$ cat src/rtl/clkout_pkg.sv
package clkout_pkg;
  typedef enum logic [1:0] {
    PIN_IN  = 2'd0,
    PIN_OUT = 2'd1,
    PIN_CLK = 2'd2
  } pin_mode_e;

  localparam int unsigned DIV_W_DEF = 8;
endpackage

$ cat src/rtl/clkout_mode_reg.sv
module clkout_mode_reg
  import clkout_pkg::*;
(
  input  logic      clk_i,
  input  logic      rst_ni,
  input  logic      alt_en_i,
  input  logic      gpio_oe_i,
  input  logic      gpio_out_i,
  output pin_mode_e mode_o,
  output logic      dout_o
);
  pin_mode_e mode_q;
  logic      dout_q;

  always_ff @(posedge clk_i or negedge rst_ni) begin
    if (!rst_ni) begin
      mode_q <= PIN_IN;
      dout_q <= 1'b0;
    end else begin
      if (alt_en_i)       mode_q <= PIN_CLK;
      else if (gpio_oe_i) mode_q <= PIN_OUT;
      else                mode_q <= PIN_IN;
      dout_q <= gpio_out_i;
    end
  end

  assign mode_o = mode_q;
  assign dout_o = dout_q;
endmodule

$ cat src/rtl/clkout_divider.sv
module clkout_divider #(
  parameter int unsigned DIV_W = 8
) (
  input  logic             clk_i,
  input  logic             rst_ni,
  input  logic             en_i,
  input  logic [DIV_W-1:0] div_i,
  output logic             div_clk_o,
  output logic             bypass_o
);
  logic [DIV_W-1:0] n_q, cnt_q, n_last;
  logic             run_q, div_q, n_zero, tick;

  assign n_zero = (n_q == '0);
  assign n_last = n_q - 1'b1;
  assign tick   = !n_zero && (cnt_q == n_last);

  always_ff @(posedge clk_i or negedge rst_ni) begin
    if (!rst_ni) begin
      run_q <= 1'b0;
      div_q <= 1'b0;
      cnt_q <= '0;
      n_q   <= '0;
    end else if (!run_q || n_zero) begin
      // idle or pass-through: reload every cycle, stop at once
      run_q <= en_i;
      div_q <= 1'b0;
      cnt_q <= '0;
      n_q   <= div_i;
    end else if (!en_i && !div_q) begin
      run_q <= 1'b0;
      cnt_q <= '0;
    end else if (tick) begin
      cnt_q <= '0;
      n_q   <= div_i;
      div_q <= (div_i == '0) ? 1'b0 : !div_q;
      if (!en_i) run_q <= 1'b0;
    end else begin
      cnt_q <= cnt_q + 1'b1;
    end
  end

  assign div_clk_o = div_q;
  assign bypass_o  = run_q && n_zero;

  // a rising edge only follows an enabled cycle
  assert_rise_enabled_R4: assert property (@(posedge clk_i) disable iff (!rst_ni)
    $rose(div_q) |-> $past(en_i));
  // the divider always stops at low level
  assert_stop_low_R8: assert property (@(posedge clk_i) disable iff (!rst_ni)
    $fell(run_q) |-> !div_q);
  // output moves only on a half-period boundary
  assert_toggle_boundary_R5: assert property (@(posedge clk_i) disable iff (!rst_ni)
    (run_q && !n_zero && !tick) |=> $stable(div_q));
endmodule

$ cat src/rtl/clkout_bypass_gate.sv
module clkout_bypass_gate (
  input  logic clk_i,
  input  logic rst_ni,
  input  logic en_i,
  output logic clk_o
);
  logic en_n;

  // enable captured in the low phase so the AND cannot chop a high phase
  always_ff @(negedge clk_i or negedge rst_ni) begin
    if (!rst_ni) en_n <= 1'b0;
    else         en_n <= en_i;
  end

  assign clk_o = clk_i & en_n;
endmodule

$ cat src/rtl/clkout_pin_gen.sv
module clkout_pin_gen
  import clkout_pkg::*;
#(
  parameter int unsigned DIV_W = DIV_W_DEF
) (
  input  logic             clk_i,
  input  logic             rst_ni,
  input  logic [DIV_W-1:0] div_i,
  input  logic             alt_en_i,
  input  logic             configured_i,
  input  logic             suspend_i,
  input  logic             gpio_out_i,
  input  logic             gpio_oe_i,
  output logic             pin_o,
  output logic             pin_oe_o
);
  pin_mode_e mode;
  logic      dout, clk_en, div_clk, bypass, byp_clk;
  logic      started_q;

  clkout_mode_reg u_mode (
    .clk_i      (clk_i),
    .rst_ni     (rst_ni),
    .alt_en_i   (alt_en_i),
    .gpio_oe_i  (gpio_oe_i),
    .gpio_out_i (gpio_out_i),
    .mode_o     (mode),
    .dout_o     (dout)
  );

  assign clk_en = (mode == PIN_CLK) && configured_i && !suspend_i;

  clkout_divider #(.DIV_W(DIV_W)) u_div (
    .clk_i     (clk_i),
    .rst_ni    (rst_ni),
    .en_i      (clk_en),
    .div_i     (div_i),
    .div_clk_o (div_clk),
    .bypass_o  (bypass)
  );

  clkout_bypass_gate u_gate (
    .clk_i  (clk_i),
    .rst_ni (rst_ni),
    .en_i   (bypass),
    .clk_o  (byp_clk)
  );

  always_comb begin
    unique case (mode)
      PIN_CLK: pin_o = div_clk | byp_clk;
      PIN_OUT: pin_o = dout;
      default: pin_o = 1'b0;
    endcase
  end

  assign pin_oe_o = (mode != PIN_IN);

  always_ff @(posedge clk_i or negedge rst_ni) begin
    if (!rst_ni) started_q <= 1'b0;
    else         started_q <= 1'b1;
  end

  // input mode requested means the pin is not driven
  assert_input_undriven_R1: assert property (@(posedge clk_i) disable iff (!rst_ni)
    (started_q && $past(!alt_en_i && !gpio_oe_i)) |-> !pin_oe_o);
  // GPIO output mode drives last cycle's data
  assert_gpio_data_R2: assert property (@(posedge clk_i) disable iff (!rst_ni)
    (started_q && $past(gpio_oe_i && !alt_en_i)) |-> (pin_oe_o && pin_o == $past(gpio_out_i)));
endmodule

$ cat config.mk
export PLATFORM = sky130hd
export DESIGN_NAME = clkout_pin_gen
export DESIGN_NICKNAME = d
export VERILOG_FILES = /design/src/rtl/clkout_pkg.sv /design/src/rtl/clkout_mode_reg.sv /design/src/rtl/clkout_divider.sv /design/src/rtl/clkout_bypass_gate.sv /design/src/rtl/clkout_pin_gen.sv
export SDC_FILE = /design/constraint.sdc
export NUM_CORES = 1
export LEC_CHECK = 0
export ABC_CLOCK_PERIOD_IN_PS = 2150
export BUFFER_PORTS_ARGS = -buffer_cell sky130_fd_sc_hd__buf_4
export CAP_MARGIN = 20
export CORE_MARGIN = 10
export CORE_UTILIZATION = 30
export DETAILED_ROUTE_END_ITERATION = 16
export PLACE_DENSITY = 0.54
export SLEW_MARGIN = 20
export SYNTH_ARGS = -nofsm -noshare
export SYNTH_HDL_FRONTEND = slang
export SYNTH_HIERARCHICAL = 1
export SYNTH_SLANG_ARGS = --single-unit
$ cat constraint.sdc
create_clock -name clk_i -period 2.15 [get_ports clk_i]
set_input_delay 0.43 -clock clk_i [delete_from_list [all_inputs] [get_ports clk_i]]
set_output_delay 0.43 -clock clk_i [all_outputs]
set_load 0.1 [all_outputs]
==> results of run 1 <==
==> flip-flops by register name, summed over array words and instances, names as in the netlist <==
| signal | flops |
|---|---|
| u_div/cnt_q | 8 |
| u_div/div_clk_o | 1 |
| u_div/n_q | 8 |
| u_div/run_q | 1 |
| u_gate/en_n | 1 |
| u_mode/dout_o | 1 |
| u_mode/mode_o | 2 |
==> stage by stage <==
step                utilization [%]  instance area, µm²  setup WS (ns)
finish                         43.8                1780         -0.612
CTS                            42.1                1710         -0.630
global route                   43.8                1780         -0.664
floorplan                         -                1290         -0.184
detailed placement             38.3                1550         -0.277
global placement               38.3                1550         -0.273
==> layout by cell type, fill, tap and decap left out, types with 2 or more instances in the layout <==
cell,netlist,routed
sky130_fd_sc_hd__and2_1,3,2
sky130_fd_sc_hd__and3_1,5,5
sky130_fd_sc_hd__buf_12,0,2
sky130_fd_sc_hd__buf_4,0,27
sky130_fd_sc_hd__clkbuf_8,0,6
sky130_fd_sc_hd__dfrtp_1,21,21
sky130_fd_sc_hd__ha_1,6,4
sky130_fd_sc_hd__inv_1,6,4
sky130_fd_sc_hd__inv_2,0,2
sky130_fd_sc_hd__mux2_4,8,8
sky130_fd_sc_hd__nand2_1,4,3
sky130_fd_sc_hd__nand3_1,7,7
sky130_fd_sc_hd__nor2_1,14,7
sky130_fd_sc_hd__nor2_2,0,2
sky130_fd_sc_hd__nor2_4,0,5
sky130_fd_sc_hd__o21ai_0,4,2
sky130_fd_sc_hd__o21ai_1,0,2
sky130_fd_sc_hd__or3_1,2,2
sky130_fd_sc_hd__or4_1,3,3
sky130_fd_sc_hd__xnor2_1,4,4
sky130_fd_sc_hd__xor2_1,8,8
==> routing by layer <==
metal | track usage [%] | part of all wire (%) | up-vias
met1 | 8.62 | 40 | 488
met4 | 3.29 | 1.2 | 0
met5 | 0 | 0 | -
met2 | 14.3 | 52 | 23
met3 | 4.59 | 6.5 | 4
li1 | - | - | 483
==> synthesized netlist by cell type (all sizes together), types with 2 or more instances <==
master,count,area share [%]
a31oi,2,0.98
and2,3,1.5
and3,5,2.5
dfrtp,21,41
ha,6,5.9
inv,6,1.8
mux2,8,9.4
nand2,4,1.2
nand3,7,2.7
nor2,14,4.1
o21ai,4,1.6
o31ai,2,1.2
or3,2,0.98
or4,3,1.8
xnor2,4,2.7
xor2,8,5.5
==> cell families after synthesis <==
logic type,share of synthesized area [%]
AOI/OAI and AO/OA,10.1
xor gates and xnor gates,8.24
adders and majority gates,5.88
buffers and inverters,2.65
DFF,43.1
muxes,9.41
and+or+nand+nor,20.6
==> power breakdown <==
group	switching, mW	total (mW)	internal [mW]
combinational	0.0707	0.150	0.0796
clock	0.157	0.409	0.252
sequential	0.0166	0.444	0.428
total	0.244	1.00	0.759
==> worst max path at each step <==
stage,end,depth (start not counted)
floorplan,pin_o,3
detailed placement,pin_o,4
finish,pin_o,4
global placement,pin_o,4
global route,pin_o,4
CTS,pin_o,4
==> cell type report <==
cell class / count / area (µm²)
Clock buffer: 8 / 106
Fill cell: 375 / 2280
Inverter: 6 / 22.5
Multi-Input combinational cell: 88 / 800
Sequential cell: 22 / 551
Tap cell: 50 / 62.6
Timing Repair Buffer: 29 / 234
==> repair_timing <==
| item | CTS | global route |
|---|---|---|
| setup endpoints to repair | 18 | 19 |
| cloned | 0 | 0 |
| hold endpoints to repair | 0 | 0 |
| pin swaps | 5 | 5 |
| buffers inserted | 2 | 0 |
| gates resized for setup | 11 | 18 |
==> results.toml, run 1 <==
[die]
floorplan.core_area_um2 = 4060
overall_die_width_um = 85.2
pin_count = 17
initial_utilization_pct = 31.5
std_cell_rows = 23
die_area_um2 = 7260
floorplan.die.height_um = 85.2

[setup_path]
critPathRequiredTime_ns = 1.72
cp_max_fo = 1
buffers_inverters_on_critical_path = 1
reg2reg_setup_slack_ns = -0.02
worstPathCellList = "and2_4 > o211ai_2 > nand2_4 > buf_12"
library_cell_contributing_the_largest_single_delay_on_the_critical_path = "sky130_fd_sc_hd__dfrtn_1"
setup.worst_path.start_class = "register"
ff2ff_path_depth = 8
cpLargestDelayFamily = "flip-flops"
worstReg2RegEnd = "u_div/cnt_q[3]"
critical_path_endpoint_category = "output port"
arrival_ns = 2.33
critical_path_class = "reg2out"
critPathMaxStageDelay_ns = 0.32
regToRegStartpoint = "u_div/n_q[2]"
setup.worst_path.start = "u_gate/en_n"

[outcome]
outcome = "finished with violations"
failed_checks = "setup timing"

[synthesis]
syn_area_per_cell_um2 = 10.9
synth_cell_types = 34
synth_net_count = 138
synth.yosys.seq_area_share_pct = 43.1
syn_area_um2 = 1280
ys_ff_latch = 22
post_synth_inst_count = 117
asyncSetResetFlopFracSynth_pct = 100
most_frequently_used_flop_master_after_synthesis = "sky130_fd_sc_hd__dfrtp_1"
synth_enable_flop_cells = 0
yosys_warnings = 6

[global_routing]
grt_start_max_net_pins = 22
first_pass_grt_wire_length_mm = 4.94
globalRoute.totalOverflow = 0
first_global_vias = 1093
grt_usage_pct = 8.49
antenna_violations_before_repair = 0

[routing]
drcViolationCount = 0
firstDrtPassIters = 4
drt_first_iter_violations = 17
dr_vias = 998
drt-vias-per-instance = 4.92
route.final.wire_length_mm = 2.91
final_antenna_net_count = 0
wire_per_inst_um = 14.3

[place]
portBuffers = 16
place_congestion = 0.793
placed_cells_incl_taps = 194
dp_hpwl_mm = 2.14

[cts]
cts_hold_buffers = 0
clkSlewWorstSetupHoldPaths_ns = 0.08
clkLatencyLatePin_ns = 0.39
tritoncts_clock_tree = "done"

[timing]
timing.final.setup_violations = 18
clock_skew_ns = 0.0276
finalHoldViolations = 0
worstMarginPinSlew_ns = 0.359
hold-worst-slack_ns = 0.0347
max_slew_margin_pct = 75.9
finalMaxSlewViolations = 0
grt_setup_unrepaired = "true"
finalWorstSetupSlack_ns = -0.612
total_negative_setup_slacks_ns = -0.782

[final_layout]
antenna_cells = 0
layout-area-overhead-vs-synth_pct = 39.1
stdcell_count = 203
nets = 175
ratio_of_cells_with_drive_above_1_in_the_final_layout_pct = 45.1

[min_path]
type_of_the_worst_min_delay_path = "in2async"

[pwr]
vdd_ir_drop_max_mv = 0.308
fin_total_pwr_mw = 1.00
static-leakage-power_nw = 0.773
pwr_density_cell_nw_per_um2 = 565

[run]
maxCapViolations = 0
(Power assumes the default switching activity.)
==> run 2, diff against run 1 <==
CAP_MARGIN = not set   (was 20)
PLACE_DENSITY = 0.57   (was 0.54)
SETUP_SLACK_MARGIN = 0.05   (was not set)
==> results.toml, run 2 (synthesis gave the netlist of run 1 again) <==
[place]
place_congestion = 0.814
dp_hpwl_mm = 2.21
placed_cells_incl_taps = 194
portBuffers = 16
dpl_worst_slack_ns = -0.273

[routing]
final_antenna_net_count = 0
drt_first_iter_violations = 52
drt-vias-per-instance = 5.05
dr_vias = 1051
drcViolationCount = 0
wire_per_inst_um = 14.7
route.final.wire_length_mm = 3.06
firstDrtPassIters = 4

[timing]
grt_setup_unrepaired = "true"
timing.final.setup_violations = 18
finalHoldViolations = 0
finalMaxSlewViolations = 0
worstMarginPinSlew_ns = 0.310
finalWorstSetupSlack_ns = -0.611
clock_skew_ns = 0.0273
total_negative_setup_slacks_ns = -0.927
hold-worst-slack_ns = 0.0395
max_slew_margin_pct = 79.2

[cts]
clkLatencyLatePin_ns = 0.39
clkSlewWorstSetupHoldPaths_ns = 0.08
tritoncts_clock_tree = "done"

[die]
floorplan.die.height_um = 85.2
initial_utilization_pct = 31.5
die_area_um2 = 7260
pin_count = 17
std_cell_rows = 23
overall_die_width_um = 85.2
floorplan.core_area_um2 = 4060

[pwr]
switching_power_mw = 0.254
power_frac_seq_pct = 42.4
pwr_density_cell_nw_per_um2 = 575
vdd_ir_drop_max_mv = 0.246
power.share.combinational_pct = 15.4
clock_power_share_pct = 42.2
power.share.switching_pct = 24.2
internal_power_mw = 0.797
static-leakage-power_nw = 0.804

[final_layout]
nets = 180
antenna_cells = 0
most-common-layout-cells = "sky130_fd_sc_hd__buf_4, sky130_fd_sc_hd__dfrtp_1, sky130_fd_sc_hd__nor2_1, sky130_fd_sc_hd__xor2_1, sky130_fd_sc_hd__mux2_4"
stdcell_count = 208
post-route-util_pct = 45.1
ratio_of_cells_with_drive_above_1_in_the_final_layout_pct = 47.5
commonest_non_fill_non_tap_cell_in_the_layout = "sky130_fd_sc_hd__buf_4"
layout-area-overhead-vs-synth_pct = 43.3

[setup_path]
critical_path_endpoint_category = "output port"
arrival_ns = 2.33
cp_max_fo = 1
critical_path_class = "reg2out"
critPathRequiredTime_ns = 1.72
setup.worst_path.start_class = "register"
reg2reg_setup_slack_ns = -0.04

[global_routing]
globalRoute.totalOverflow = 0
grt_use_met3_pct = 2.29
globalRouteMet2Util_pct = 14.9
met1_track_demand_over_resource_pct = 9.42
first_global_vias = 1184
antenna_violations_before_repair = 0
grt_start_max_net_pins = 22
first_pass_grt_wire_length_mm = 5.22
grt_usage_pct = 8.75
top_usage_layer = "met2"

[outcome]
failed_checks = "setup timing"
outcome = "finished with violations"

[run]
maxCapViolations = 0

[min_path]
type_of_the_worst_min_delay_path = "in2async"
run 2: path summary, 6_finish.rpt:
| check | from | endpoint | depth (start not counted) |
|---|---|---|---|
| max in group asynchronous | rst_ni | u_gate/en_n | 1 |
| hold reg to reg | u_div/cnt_q[0] | u_div/cnt_q[0] | 1 |
| setup reg to reg | u_div/n_q[2] | u_div/n_q[0] | 7 |
| setup / recovery | u_gate/en_n | pin_o | 4 |
| hold / removal | rst_ni | u_div/n_q[1] | 2 |
| min in group clk_i | gpio_out_i | u_mode/dout_o | 1 |
run 2: per-stage QoR:
stage	cell area, µm²	power, mW
2_1_floorplan	1300	0.529
3_3_place_gp	1570	0.590
3_5_place_dp	1570	0.595
4_1_cts	1800	1.06
5_1_grt	1830	1.12
6_report	1830	1.05
run 2: critical path, stage by stage (launching register included):
cell and delay (ns):
sky130_fd_sc_hd__dfrtn_1 0.32, sky130_fd_sc_hd__and2_4 0.14, sky130_fd_sc_hd__o211ai_4 0.17, sky130_fd_sc_hd__nand2_4 0.07, sky130_fd_sc_hd__buf_12 0.16
run 2: layout make-up:
class,count,area [µm²]
clock buffer,8,116
fill,383,2230
inverter,6,22.5
multi-input combinational,88,802
sequential,22,551
tap,50,62.6
timing repair buffer,34,275
run 2: repair_timing:
item	CTS	global route
setup buffers	7	2
cloned	0	0
hold buffers	0	0
endpoints found under the setup margin	19	21
gates resized for setup	18	8
pin swaps	9	1
run 2: power by group through the flow:
stage          combinational [mW]  clock, mW  sequential (mW)
3_5_place_dp                0.140    0.00375            0.451
6_report                    0.162      0.444            0.445
4_1_cts                     0.160      0.461            0.443
5_1_grt                     0.176      0.492            0.448
3_3_place_gp                0.135    0.00375            0.451
2_1_floorplan              0.0753    0.00322            0.450
run 2: routing by layer:
metal  vias to the layer above  part of all wire [%]
met4                         0                   1.4
met1                       527                    41
met2                        24                    55
li1                        496                     -
met3                         4                   2.7
met5                         -                     0
